`src/rtl/cmd_dec_pkg.sv`:
```
package cmd_dec_pkg;

  localparam int CMD_W = 32;
  localparam int CNT_W = 16;

  typedef enum logic [3:0] {
    OP_SETCLS  = 4'd0,
    OP_WR_INC  = 4'd1,
    OP_WR_FIX  = 4'd2,
    OP_WR_MSK  = 4'd3,
    OP_IMMED   = 4'd4,
    OP_RESTART = 4'd5,
    OP_GATHER  = 4'd6,
    OP_STREAM  = 4'd7,
    OP_APPID   = 4'd8,
    OP_PAYLOAD = 4'd9,
    OP_WWR_INC = 4'd10,
    OP_WWR_FIX = 4'd11,
    OP_WGATHER = 4'd12,
    OP_EXTEND  = 4'd14
  } opc_e;

  typedef struct packed {
    logic [3:0]       code;
    logic [21:0]      offset;
    logic [9:0]       cls;
    logic [15:0]      mask;
    logic [15:0]      imm;
    logic [21:0]      id;
    logic [31:0]      raddr;
    logic             g_insert;
    logic             g_type;
    logic [13:0]      g_count;
    logic [3:0]       subop;
    logic [7:0]       lock_idx;
    logic [CNT_W-1:0] ndata;
    logic             bad;
    logic             set_pay;
  } dec_t;

  function automatic logic [CNT_W-1:0] bits_set(input logic [15:0] v);
    logic [CNT_W-1:0] n;
    n = '0;
    for (int i = 0; i < 16; i++) n = n + CNT_W'(v[i]);
    return n;
  endfunction

  function automatic logic [CNT_W-1:0] payload_words(input logic [15:0] p);
    return (p == 16'hFFFF) ? '0 : CNT_W'(p);
  endfunction

endpackage

```
`src/rtl/cmd_field_extract.sv`:
```
module cmd_field_extract
  import cmd_dec_pkg::*;
(
  input  logic [CMD_W-1:0] word,
  input  logic [15:0]      payload,
  output dec_t             dec
);
  always_comb begin
    dec          = '0;
    dec.code     = word[31:28];
    dec.offset   = {10'd0, word[27:16]};
    dec.cls      = word[15:6];
    dec.imm      = word[15:0];
    dec.raddr    = {word[27:0], 4'd0};
    dec.g_insert = word[15];
    dec.g_type   = word[14];
    dec.g_count  = word[13:0];
    dec.subop    = word[27:24];
    dec.lock_idx = word[7:0];
    unique case (word[31:28])
      OP_SETCLS: begin
        dec.mask  = {10'd0, word[5:0]};
        dec.ndata = bits_set({10'd0, word[5:0]});
      end
      OP_WR_INC, OP_WR_FIX: dec.ndata = word[15:0];
      OP_WR_MSK: begin
        dec.mask  = word[15:0];
        dec.ndata = bits_set(word[15:0]);
      end
      OP_IMMED, OP_RESTART: dec.ndata = '0;
      OP_GATHER:  dec.ndata = CNT_W'(1);
      OP_WGATHER: dec.ndata = CNT_W'(2);
      OP_STREAM:  dec.id = word[21:0];
      OP_APPID:   dec.id = {14'd0, word[7:0]};
      OP_PAYLOAD: dec.set_pay = 1'b1;
      OP_WWR_INC, OP_WWR_FIX: begin
        dec.offset = word[21:0];
        dec.ndata  = payload_words(payload);
      end
      OP_EXTEND:  dec.bad = (word[27:24] > 4'd1);
      default:    dec.bad = 1'b1;
    endcase
  end
endmodule

```
`src/rtl/cmd_payload_reg.sv`:
```
module cmd_payload_reg #(
  parameter logic [15:0] INVALID = 16'hFFFF
) (
  input  logic        clk,
  input  logic        rst_n,
  input  logic        load,
  input  logic [15:0] value,
  output logic [15:0] payload
);
  always_ff @(posedge clk) begin
    if (!rst_n)    payload <= INVALID;
    else if (load) payload <= value;
  end
endmodule

```
`src/rtl/cmd_word_tracker.sv`:
```
module cmd_word_tracker #(
  parameter int CNT_W = 16
) (
  input  logic             clk,
  input  logic             rst_n,
  input  logic             accept,
  input  logic [CNT_W-1:0] load_count,
  output logic             at_opcode,
  output logic [CNT_W-1:0] remaining,
  output logic [CNT_W-1:0] index
);
  assign at_opcode = (remaining == '0);

  always_ff @(posedge clk) begin
    if (!rst_n) begin
      remaining <= '0;
      index     <= '0;
    end else if (accept) begin
      if (at_opcode) begin
        remaining <= load_count;
        index     <= '0;
      end else begin
        remaining <= remaining - 1'b1;
        index     <= index + 1'b1;
      end
    end
  end
endmodule

```
`src/rtl/cmd_stream_decoder.sv`:
```
module cmd_stream_decoder
  import cmd_dec_pkg::*;
#(
  parameter logic [15:0] PAYLOAD_INVALID = 16'hFFFF
) (
  input  logic        clk,
  input  logic        rst_n,
  input  logic        in_valid,
  input  logic [31:0] in_word,
  output logic        in_ready,
  output logic        op_valid,
  output logic [3:0]  op_code,
  output logic [21:0] op_offset,
  output logic [9:0]  op_class,
  output logic [15:0] op_mask,
  output logic [15:0] op_imm,
  output logic [21:0] op_id,
  output logic [31:0] op_restart_addr,
  output logic        op_gather_insert,
  output logic        op_gather_type,
  output logic [13:0] op_gather_count,
  output logic [3:0]  op_subop,
  output logic [7:0]  op_lock_idx,
  output logic [15:0] op_ndata,
  output logic        err_valid,
  output logic        data_valid,
  output logic [31:0] data_word,
  output logic [15:0] data_index
);
  logic             accept;
  logic             at_opcode;
  logic             op_accept;
  logic             data_accept;
  logic [15:0]      payload;
  logic [CNT_W-1:0] remaining;
  logic [CNT_W-1:0] index;
  dec_t             dec;
  dec_t             dec_q;

  assign accept      = in_valid && in_ready;
  assign op_accept   = accept && at_opcode;
  assign data_accept = accept && !at_opcode;

  cmd_field_extract u_extract (
    .word    (in_word),
    .payload (payload),
    .dec     (dec)
  );

  cmd_payload_reg #(.INVALID(PAYLOAD_INVALID)) u_payload (
    .clk     (clk),
    .rst_n   (rst_n),
    .load    (op_accept && dec.set_pay),
    .value   (in_word[15:0]),
    .payload (payload)
  );

  cmd_word_tracker #(.CNT_W(CNT_W)) u_track (
    .clk        (clk),
    .rst_n      (rst_n),
    .accept     (accept),
    .load_count (dec.ndata),
    .at_opcode  (at_opcode),
    .remaining  (remaining),
    .index      (index)
  );

  always_ff @(posedge clk) begin
    if (!rst_n) begin
      in_ready   <= 1'b0;
      op_valid   <= 1'b0;
      err_valid  <= 1'b0;
      data_valid <= 1'b0;
      dec_q      <= '0;
      data_word  <= '0;
      data_index <= '0;
    end else begin
      in_ready   <= 1'b1;
      op_valid   <= op_accept;
      err_valid  <= op_accept && dec.bad;
      data_valid <= data_accept;
      if (op_accept) dec_q <= dec;
      if (data_accept) begin
        data_word  <= in_word;
        data_index <= index;
      end
    end
  end

  assign op_code          = dec_q.code;
  assign op_offset        = dec_q.offset;
  assign op_class         = dec_q.cls;
  assign op_mask          = dec_q.mask;
  assign op_imm           = dec_q.imm;
  assign op_id            = dec_q.id;
  assign op_restart_addr  = dec_q.raddr;
  assign op_gather_insert = dec_q.g_insert;
  assign op_gather_type   = dec_q.g_type;
  assign op_gather_count  = dec_q.g_count;
  assign op_subop         = dec_q.subop;
  assign op_lock_idx      = dec_q.lock_idx;
  assign op_ndata         = dec_q.ndata;
endmodule

```
`config.mk`:
```
export PLATFORM = sky130hd
export DESIGN_NAME = cmd_stream_decoder
export DESIGN_NICKNAME = d
export VERILOG_FILES = /design/src/rtl/cmd_dec_pkg.sv /design/src/rtl/cmd_field_extract.sv /design/src/rtl/cmd_payload_reg.sv /design/src/rtl/cmd_word_tracker.sv /design/src/rtl/cmd_stream_decoder.sv
export SDC_FILE = /design/constraint.sdc
export NUM_CORES = 1
export LEC_CHECK = 0
export ABC_AREA = 1
export BUFFER_PORTS_ARGS = -buffer_cell sky130_fd_sc_hd__clkbuf_2
export CORE_MARGIN = 2
export CORE_UTILIZATION = 52
export DETAILED_ROUTE_END_ITERATION = 10
export PLACE_DENSITY = 0.83
export SLEW_MARGIN = 40
export SYNTH_ARGS = -nofsm -noshare
export SYNTH_HDL_FRONTEND = slang
export SYNTH_SLANG_ARGS = --single-unit
```
`constraint.sdc`:
```
create_clock -name clk -period 4.1 [get_ports clk]
set_input_delay 0.205 -clock clk [delete_from_list [all_inputs] [get_ports clk]]
set_output_delay 0.205 -clock clk [all_outputs]
set_load 0.02 [all_outputs]
```
==> flow_summary.ini, run 1 <==
[detailed_routing]
drt-total-wl_um = 26900
vias_per_cell = 5.34
first_pass_iters = 6
initialDrtViolationCount = 902
ant_nets = 0
drc = 0
wl_per_cell_um = 16.7
vias = 8602

[logic_synthesis]
synth_area_leaders = dfxtp_1 46%, nand2_1 15%, buf_4 5.5%, o21ai_0 5.4%, nand3_1 4.1%
yosysSeqAreaShare_pct = 46.1
synth.largest_area_cell = dfxtp_1
netlist_area_um2 = 9030
yosysUniqueCellTypes = 42
synth-seq-cells = 208
synth_ff_type = dfxtp_1
netlist_instances = 1177
yosysTopAreaCellShare_pct = 46.1
syn_avg_cell_area_um2 = 7.67
async_flop_share_pct = 0
yosys_warnings = 0
synth_edf_count = 0

[clock_network]
cts_max_path_buffers = 3
numCtsBuffers = 22
cts_root_buf = clkbuf_16
cts_tree = built
htree_levels = 1
insertion_delay_ps = 530
cts_sinks = 208
path_clk_slew_ps = 60

[layout]
multi_input_area_um2 = 3810
n_fill_cell = 1468
antenna_cells = 0
nets = 1425
final_util_pct = 63.4
layout_common_cells = 351 x nand2_1, 245 x clkbuf_2, 208 x dfxtp_1, 98 x o21ai_0, 83 x nor2_1
final_common_cell = nand2_1
drive_gt1_share_pct = 23.6
seq_area_um2 = 4160
design_area_um2 = 10900
area_growth_pct = 20.3

[setup_path]
reg2reg_from = u_track.remaining[0]
worstPathMaxFanout = 2
crit_chain = clkbuf_2, ha_1, inv_1, fa_1, fa_1, fa_1, fa_1, fa_2, fa_1, nor2_1, nor3_1, nand2_1, nand3_2, nand2_1
ff2ff_path_depth = 12
setup.worst_path.class = in -> reg
worstReg2RegEnd = op_imm[3]
worst_setup_path_start_kind = input pin
crit_top_cell = fa_1
cpMaxStageDelayCell = fa_1
worstPathRequired_ps = 4490
reg2reg_slack_ps = 1530
worst_path_largest_cell_delay_ps = 560
endpoint_kind = flop
crit_arrival_ps = 4040

[timing]
setup_viol = 0
maxSlewViolCount = 0
worst_slew_pin_slew_ps = 801
finalHoldViolCount = 0
slew-limit-headroom_pct = 46.6
rsz0062_at_grt = false
fin_tns_setup_ps = 0
period_share_pct = 89.1
finalClockSkew_ps = 34.2
fin_crit_ps = 3650
fmax_mhz = 274

[place]
dpl.hpwl_um = 18300
routabilityCongestion = 0.936
dpl_cell_area_um2 = 9930
port_buffers = 248

[global_route]
grt_pass1_vias = 7927
grt_max_degree = 74
grt_pass1_wl_um = 41500
grt-ovfl-total = 0
grt_use_total_pct = 28.4
antenna_found_initial = 0

[pwr]
seqPwrFrac_pct = 42.4
switchingPower_uw = 1560
irDropWorstVdd_v = 0.000326
internal-power_uw = 3610
clock_power_share_pct = 38.5
p_per_area_nw_per_um2 = 476
swShare_pct = 30.2
p_leak_uw = 0.00566
share_comb_of_total_power_pct = 19.0

[floorplan]
core_area_um2 = 17100
rows = 48
start_util_pct = 52.8
dieHeight_um = 136
die_w_um = 136
pin_count = 253
die-area_um2 = 18400

[run]
max_cap_viol_count = 0

[min_path]
min_from = in_word[28]
min_to = data_word[28]
hold_path_class = in -> reg
worstHoldPathCells = 3

[run_status]
outcome = completed
==> cell families after synthesis <==
kind of cell	Yosys count	synth area share (%)
AO/OA/AOI/OAI	184	11.2
XOR/XNOR	17	1.65
adder cells (fa/ha/maj)	17	3.19
buffers and inverters	196	12.0
flip-flops	208	46.1
other	1	0.0415
AND/OR/NAND/NOR	554	25.8
==> worst max-delay path: cells and delay by family <==
| kind | cells | cell delay, ps |
|---|---|---|
| simple gates | 5 | 470 |
| fa+ha+maj | 7 | 3190 |
| buf+inv | 2 | 180 |
==> power groups by stage <==
| stage | combinational, uW | clock (uW) | sequential, uW |
|---|---|---|---|
| after floorplan | 600 | 0 | 2320 |
| after global placement | 907 | 0 | 2230 |
| after detailed placement | 938 | 0 | 2230 |
| after CTS | 965 | 2010 | 2190 |
| after global routing | 1080 | 2090 | 2200 |
| final | 984 | 1990 | 2190 |
==> stage by stage <==
| step | instances | power, uW | hold slack, ps | setup WS (ps) |
|---|---|---|---|---|
| 6_report | 1612 | 5170 | 27.4 | 449 |
| 5_1_grt | 1612 | 5370 | 29.7 | 260 |
| 4_1_cts | 1614 | 5160 | 13.0 | 154 |
| 3_5_place_dp | 1556 | 3170 | 433 | -17.0 |
| 3_3_place_gp | 1556 | 3140 | 430 | 71.7 |
| 2_1_floorplan | 1180 | 2920 | 233 | 340 |
==> cell usage after synthesis, types with 3 or more instances <==
master / n
nand2_1: 352
dfxtp_1: 208
o21ai_0: 98
nor2_1: 83
inv_1: 78
nand3_1: 74
buf_4: 66
a21oi_1: 43
clkbuf_1: 25
o211ai_1: 18
xor2_1: 15
buf_2: 10
fa_1: 10
nor3_1: 9
nand4_1: 8
o22ai_1: 8
ha_1: 7
nor2_2: 7
buf_6: 6
inv_2: 6
nand2_2: 5
o21ai_1: 5
nand3b_1: 4
or2_2: 4
a2bb2oi_1: 3
o21a_1: 3
==> registers in the layout, indices dropped and copies added (netlist names) <==
signal	count
data_word	32
op_id	22
op_offset	22
data_index	16
op_mask	16
op_ndata	16
u_payload.payload	16
u_track.index	16
u_track.remaining	16
op_class	9
op_restart_addr	9
op_imm	6
op_code	4
op_subop	4
data_valid	1
err_valid	1
in_ready	1
op_valid	1
==> timing repair <==
action,in CTS,in global routing
setup buffers,0,0
endpoints found under the hold margin,35,0
hold buffers,20,0
gates resized for setup,0,5
endpoints found under the setup margin,0,4
==> layer usage <==
layer | part of all wire, % | GRT usage [%] | wire length, um | up-vias
met3 | 8.5 | 5.84 | 2280 | 74
met1 | 42 | 37.0 | 11200 | 3975
li1 | - | - | - | 4108
met5 | 0 | 0 | 0 | -
met4 | 3.5 | 10.7 | 945 | 0
met2 | 46 | 46.5 | 12400 | 445
==> layout make-up <==
type	count	share of cell area [%]
Clock inverter	7	0.691
Clock buffer	31	5.93
Multi-Input combinational cell	776	35.1
Inverter	86	3.03
Timing Repair Buffer	279	14.4
Tap cell	225	2.59
Sequential cell	208	38.3
==> worst max-delay path by stage <==
stage	startpoint	to	slack, ps	cells past startpoint
2_1_floorplan	in_word[0]	op_ndata[1]	340	13
3_3_place_gp	in_word[0]	op_ndata[1]	70	14
3_5_place_dp	in_word[0]	u_track.remaining[1]	-20	14
4_1_cts	in_word[2]	u_track.remaining[1]	150	14
5_1_grt	in_word[0]	op_ndata[1]	260	14
6_report	in_word[0]	u_track.remaining[1]	450	14
Power figures use the tool's default switching activity.
==> run 2: changes to the inputs <==
--- a/config.mk
+++ b/config.mk
@@ -7,8 +7,9 @@
 export LEC_CHECK = 0
 export ABC_AREA = 1
 export BUFFER_PORTS_ARGS = -buffer_cell sky130_fd_sc_hd__clkbuf_2
-export CORE_MARGIN = 2
+export CORE_MARGIN = 5
 export CORE_UTILIZATION = 52
+export CTS_CLUSTER_DIAMETER = 60
 export DETAILED_ROUTE_END_ITERATION = 10
 export PLACE_DENSITY = 0.83
 export SLEW_MARGIN = 40
==> flow_summary.ini, run 2 (synthesis gave the netlist of run 1 again) <==
[run_status]
outcome = completed

[pwr]
p_per_area_nw_per_um2 = 490
irDropWorstVdd_v = 0.000349
total_power_uw = 5340
p_leak_uw = 0.00567

[timing]
rsz0062_at_grt = false
slew-limit-headroom_pct = 52.3
worst_slew_pin_slew_ps = 716
period_share_pct = 94.9
fin_crit_ps = 3890
setup_viol = 0
finalClockSkew_ps = 14.5
fin_tns_setup_ps = 0
fmax_mhz = 257
maxSlewViolCount = 0
finalHoldViolCount = 0

[clock_network]
numCtsBuffers = 22
insertion_delay_ps = 500
cts_tree = built
cts_sinks = 208
cts_root_buf = clkbuf_16
htree_levels = 1
path_clk_slew_ps = 60
cts_max_path_buffers = 3

[place]
dpl.hpwl_um = 19000
dpl_cell_area_um2 = 9930
port_buffers = 248
routabilityCongestion = 0.902

[floorplan]
dieHeight_um = 142
pin_count = 253
rows = 48
start_util_pct = 52.6
die-area_um2 = 20100
die_w_um = 142
core_area_um2 = 17200

[setup_path]
crit_chain = dlygate4sd3_1, clkbuf_2, inv_1, fa_1, fa_2, fa_1, inv_1, ha_1, inv_1, fa_1, fa_1, nor2_1, nor3_1, nand2_1, nand3_1, nand2_1
crit_top_cell = fa_1
crit_arrival_ps = 4280
cpMaxStageDelayCell = fa_1
cp_num_buf_inv = 5
worst_path_largest_cell_delay_ps = 570
startpoint = in_word[2]
critPathTopFamily = adder cells
worstPathMaxFanout = 4
worst_setup_path_start_kind = input pin
endpoint_kind = flop
setup.worst_path.class = in -> reg
worstPathRequired_ps = 4490
reg2reg_from = u_track.remaining[0]

[detailed_routing]
first_pass_iters = 6
vias_per_cell = 5.30
drt-total-wl_um = 27200
initialDrtViolationCount = 661
wl_per_cell_um = 16.9
vias = 8549
drc = 0
ant_nets = 0

[global_route]
grt_max_degree = 95
grt-ovfl-total = 0
antenna_found_initial = 0
grt_pass1_vias = 8123
grt_use_total_pct = 26.2
grt_pass1_wl_um = 42900

[min_path]
min_from = in_word[3]
hold_path_class = in -> reg

[run]
max_cap_viol_count = 0

[layout]
design_area_um2 = 10900
final_util_pct = 63.5
area_growth_pct = 20.7
final_common_cell = nand2_1
antenna_cells = 0
drive_gt1_share_pct = 24.2
layout_common_cells = 351 x nand2_1, 248 x clkbuf_2, 208 x dfxtp_1, 98 x o21ai_0, 83 x nor2_1
largest_register_ffs = 32
nets = 1423
largest_register = data_word
## run 2: what timing repair did
item / in CTS / in global routing
resized for setup: 0 / 2
hold endpoints to repair: 23 / 0
endpoints found under the setup margin: 0 / 2
setup buffers: 0 / 0
hold buffers: 15 / 0
## run 2: worst min-delay path: stages
cell	delay (ps)
clkbuf_2	130
nand3_1	80
nand2_1	50
## run 2: power by group
group          leakage, uW  internal, uW  switching (uW)
combinational      0.00358           312             641
clock             0.000404          1370             831
sequential         0.00169          2120            69.1
total              0.00567          3800            1540
## run 2: cell type report
| type | count | area, um^2 |
|---|---|---|
| clock buffer | 28 | 644 |
| clock inverter | 12 | 170 |
| fill | 1514 | 6270 |
| inverter | 86 | 329 |
| multi-input combinational | 776 | 3800 |
| sequential | 208 | 4160 |
| tap | 225 | 282 |
| timing repair buffer | 277 | 1510 |
## run 2: path summary, 6_finish.rpt
check,endpoint,slack [ps],cells after the start
hold / removal,op_mask[3],7,3
setup reg to reg,op_imm[5],1370,12
hold reg to reg,op_offset[10],450,2
setup / recovery,op_ndata[1],210,16
## run 2: metrics by stage
step                setup WS (ps)  hold slack (ps)  std cells
floorplan                     340              233       1180
global placement             70.3              431       1557
detailed placement           51.5              433       1557
CTS                           189            0.923       1612
global route                 27.9             20.7       1612
finish                        209             6.78       1612
## run 2: per-layer routing
metal  global-route usage [%]  vias up  wire length [um]  share of wire [%]
met1                     34.2     3957             11200                 41
li1                         -     4104                 -                  -
met2                     42.7      421             12600                 46
met3                     5.97       67              2430                8.9
met5                        0        -                 0                  0
met4                     9.75        0               976                3.6
